[config.mk]
export PLATFORM = sky130hd
export DESIGN_NAME = pwm_reload_flag
export DESIGN_NICKNAME = d
export VERILOG_FILES = /design/src/rtl/pwm_reload_pkg.sv /design/src/rtl/pwm_bus_decode.sv /design/src/rtl/pwm_flag_state.sv /design/src/rtl/pwm_irq_stage.sv /design/src/rtl/pwm_reload_flag.sv
export SDC_FILE = /design/constraint.sdc
export NUM_CORES = 1
export LEC_CHECK = 0
export BUFFER_PORTS_ARGS = -buffer_cell sky130_fd_sc_hd__buf_2
export CAP_MARGIN = 0
export CORE_AREA = 2 2 39 41
export CTS_CLUSTER_DIAMETER = 100
export DETAILED_ROUTE_END_ITERATION = 16
export DIE_AREA = 0 0 41 43
export PLACE_DENSITY = 0.43
export SLEW_MARGIN = 10
export SYNTH_ARGS = -nofsm -noshare
export SYNTH_HDL_FRONTEND = slang
export SYNTH_SLANG_ARGS = --single-unit
[constraint.sdc]
create_clock -name clk -period 0.8 [get_ports clk]
set_clock_uncertainty 0.1 [all_clocks]
set_input_delay 0.16 -clock clk [delete_from_list [all_inputs] [get_ports clk]]
set_output_delay 0.16 -clock clk [all_outputs]
set_load 0.02 [all_outputs]
[src/rtl/pwm_reload_pkg.sv]
package pwm_reload_pkg;

    localparam int DATA_W_DEF   = 8;
    localparam int FLAG_BIT_DEF = 4;

    typedef struct packed {
        logic reload;    // new reload cycle begins
        logic arm_rd;    // read of the control register while the flag is set
        logic zero_wr;   // write with the flag bit at zero
    } flag_evt_t;

    typedef struct packed {
        logic flag;
        logic armed;
    } flag_state_t;

    function automatic flag_state_t next_state(flag_state_t cur, flag_evt_t ev);
        flag_state_t nx;
        nx = cur;
        if (ev.reload) begin
            nx.flag  = 1'b1;
            nx.armed = 1'b0;
        end else if (ev.zero_wr) begin
            if (cur.armed) nx.flag = 1'b0;
            nx.armed = 1'b0;
        end else if (ev.arm_rd) begin
            nx.armed = 1'b1;
        end
        return nx;
    endfunction

endpackage

[src/rtl/pwm_bus_decode.sv]
module pwm_bus_decode
    import pwm_reload_pkg::*;
#(
    parameter int DATA_W   = DATA_W_DEF,
    parameter int FLAG_BIT = FLAG_BIT_DEF
) (
    input  logic              reload_stb,
    input  logic              reg_rd,
    input  logic              reg_wr,
    input  logic [DATA_W-1:0] wr_data,
    input  logic              flag_now,
    output flag_evt_t         evt
);
    always_comb begin
        evt.reload  = reload_stb;
        evt.arm_rd  = reg_rd & flag_now;
        evt.zero_wr = reg_wr & ~wr_data[FLAG_BIT];
    end
endmodule

[src/rtl/pwm_flag_state.sv]
module pwm_flag_state
    import pwm_reload_pkg::*;
(
    input  logic        clk,
    input  logic        rst,
    input  flag_evt_t   evt,
    output flag_state_t st_q,
    output flag_state_t st_d
);
    always_comb st_d = next_state(st_q, evt);

    always_ff @(posedge clk) begin
        if (rst) st_q <= '0;
        else     st_q <= st_d;
    end
endmodule

[src/rtl/pwm_irq_stage.sv]
module pwm_irq_stage (
    input  logic clk,
    input  logic rst,
    input  logic flag_d,
    input  logic irq_en,
    input  logic fault_req,
    output logic pwm_irq,
    output logic fault_irq
);
    always_ff @(posedge clk) begin
        if (rst) begin
            pwm_irq   <= 1'b0;
            fault_irq <= 1'b0;
        end else begin
            pwm_irq   <= flag_d & irq_en;
            fault_irq <= fault_req;
        end
    end
endmodule

[src/rtl/pwm_reload_flag.sv]
module pwm_reload_flag
    import pwm_reload_pkg::*;
#(
    parameter int DATA_W   = DATA_W_DEF,
    parameter int FLAG_BIT = FLAG_BIT_DEF
) (
    input  logic              clk,
    input  logic              rst,
    input  logic              reload_stb,
    input  logic              reg_rd,
    input  logic              reg_wr,
    input  logic [DATA_W-1:0] wr_data,
    input  logic              irq_en,
    input  logic              load_ok,
    input  logic              fault_req,
    output logic              flag,
    output logic              pwm_irq,
    output logic              fault_irq
);
    flag_evt_t   evt;
    flag_state_t st_q;
    flag_state_t st_d;
    logic        armed;

    // Load-ok is accepted at the edge but never steers the flag or the interrupt.
    logic unused_bits;
    assign unused_bits = ^{load_ok, wr_data};

    pwm_bus_decode #(.DATA_W(DATA_W), .FLAG_BIT(FLAG_BIT)) u_dec (
        .reload_stb (reload_stb),
        .reg_rd     (reg_rd),
        .reg_wr     (reg_wr),
        .wr_data    (wr_data),
        .flag_now   (st_q.flag),
        .evt        (evt)
    );

    pwm_flag_state u_state (
        .clk  (clk),
        .rst  (rst),
        .evt  (evt),
        .st_q (st_q),
        .st_d (st_d)
    );

    pwm_irq_stage u_irq (
        .clk       (clk),
        .rst       (rst),
        .flag_d    (st_d.flag),
        .irq_en    (irq_en),
        .fault_req (fault_req),
        .pwm_irq   (pwm_irq),
        .fault_irq (fault_irq)
    );

    assign flag  = st_q.flag;
    assign armed = st_q.armed;
endmodule

==> qor.csv <==
metric,value,unit
max_cap_violations,0,
fin_ws,-0.1558,ns
drtIter0Drc,0,
worstPathRequired,0.54,ns
ys.warnings.count,0,
dieArea,0.001763,mm²
min_period,0.9558,ns
cp_top_family,flip-flops,
synth_seq_area_share,0.5470,
cp-end-kind,output pin,
max-slew-margin-rel,0.8378,
port-buffer-count,10,
post-dp-hpwl,340.9,µm
initial_core_util,0.1058,
synth_cell_types,9,
post-route-util,0.2233,
hold_slack,0.03497,ns
antenna_found_initial,0,
wl_per_cell,8.733,µm
fp-row-count,14,
grt_max_degree,5,
hold_class,input port to register,
syn-num-nets,28,
yosys_register_bits,4,
clk_latency,0.23,ns
finalHoldViolations,0,
status,"complete, but fails checks",
cts_tree,done,
num_antenna_cells,0,
postCtsHoldBufs,0,
dr.pass1.iters,1,
clock-sinks,4,
p_leak,0.0001361,µW
grt_pass1_wl,572,µm
ant_nets,0,
tightest_slew,0.2428,ns
core_region_area,0.001384,mm²
path_max_fanout,2,
gp_congestion,0.4499,
cts_inserted_buffers,3,
start_kind,register,
stdcell_count,45,
htree_levels,1,
worstSetupPathType,register to output pin,
cts_root_buffer,clkbuf_4,
ys_top_cells_by_area,"dfxtp_1, a2111oi_2, nor4b_2",
post-synth-top-area-fraction,0.5470,
avgSynthCellArea,12.20,µm²
ioPinCount,19,
rsz0062_at_grt,yes,
layout-drive-gt1-share,0.7931,
clk_path_buf_depth,2,
dp.cells,39,
power_density,1853,mW/mm²
ir_drop,407.3,µV
grt_pass1_vias,168,
setup_viol,6,
fp.dieW,41,µm
clk_pin_slew_worst_paths,0.04,ns
crit_buf_inv,1,
syn2layout_area_growth,111.1,%
cp_slowest_cell,dfxtp_4,
via_per_inst,3.556,
syn_area,146.4,µm²
overflow,0,
synth_cells,12,
grtUsageTotal,0.05717,
yosysTopAreaCell,dfxtp_1,
finalCritPeriodShare,1.195,
r2r_slack,-0.12,ns
slew_viol_final,0,
timing.fmax,1046,MHz
violations,negative setup slack,
arrival,0.70,ns
fp.dieH,43,µm
cp_cell_sequence,buf_6,
cpPeakStageDelay,0.34,ns
n_fill_cell,156,
vias,160,
totalWireLength,393,µm
drc,0,
nets,46,
==> metal layers <==
metal	wire, µm	vias up	global-route usage	share of wire
met3	71	0	0.04712	0.18
li1	-	78	-	-
met4	0	0	0.06000	0
met1	139	71	0.03846	0.35
met2	182	11	0.08438	0.46
met5	0	-	0	0
==> per-stage QoR <==
step / cell area (µm²) / TNS [ns] / total power (µW) / setup slack (ns)
2_1_floorplan: 153.9 / -0.1072 / 246.8 / -0.09246
3_3_place_gp: 231.5 / -0.1916 / 280.8 / -0.1248
3_5_place_dp: 231.5 / -0.2904 / 282.9 / -0.1518
4_1_cts: 305.3 / -0.8348 / 586.0 / -0.1656
5_1_grt: 309.0 / -1.001 / 617.2 / -0.1874
6_report: 309.0 / -0.7062 / 572.7 / -0.1558
==> power by group <==
| group | internal (µW) | switching, µW | total, µW |
|---|---|---|---|
| Sequential | 211 | 6.58 | 217 |
| Clock | 187 | 77.9 | 265 |
| Combinational | 50.8 | 39.9 | 90.6 |
| Total | 448 | 124 | 573 |
==> final cells by class <==
cell class / instances / area, µm² / area share
repair buffers: 13 / 95.09 / 0.3077
flip-flops and latches: 4 / 85.08 / 0.2753
multi-input cells: 7 / 78.83 / 0.2551
clock buffers: 4 / 26.28 / 0.08502
well taps: 16 / 20.02 / 0.06478
inverters: 1 / 3.754 / 0.01215
==> cell usage in the layout (no fill, tap or decap), drive strengths merged <==
cell	count
a2111oi	1
a21oi	1
and4bb	1
buf	13
clkbuf	4
dfxtp	4
inv	1
nor2	1
nor2b	1
nor3	1
nor4b	1
==> sequential cells by signal (all words and copies together) (netlist names) <==
name and cells:
u_state.st_q 2, u_irq.fault_irq 1, u_irq.pwm_irq 1
==> cells in the mapped netlist <==
library cell / count
nor2_1: 1
a21oi_1: 1
nor3_1: 1
nor2b_1: 1
dfxtp_1: 4
and4bb_1: 1
nor4b_2: 1
a2111oi_2: 1
inv_1: 1
==> kinds of logic after synthesis <==
kind of cell / count (synthesis) / synth area share
flip-flops: 4 / 0.5470
AND/OR/NAND/NOR: 5 / 0.2905
buffers and inverters: 1 / 0.02562
AO/OA/AOI/OAI: 2 / 0.1367
==> worst paths after layout <==
| kind | start | endpoint | depth (start not counted) |
|---|---|---|---|
| hold reg to reg | u_state.st_q[1] | u_state.st_q[1] | 3 |
| setup reg to reg | u_state.st_q[0] | u_state.st_q[1] | 3 |
| hold / removal | reg_wr | u_state.st_q[0] | 2 |
| setup / recovery | u_state.st_q[1] | flag | 1 |
==> what timing repair did <==
item	4_1_cts	5_1_grt
resized for setup	10	1
setup endpoints to repair	6	6
buffers inserted	2	0
pin swaps	2	1
Note: power is estimated with default switching activity, not from simulation.
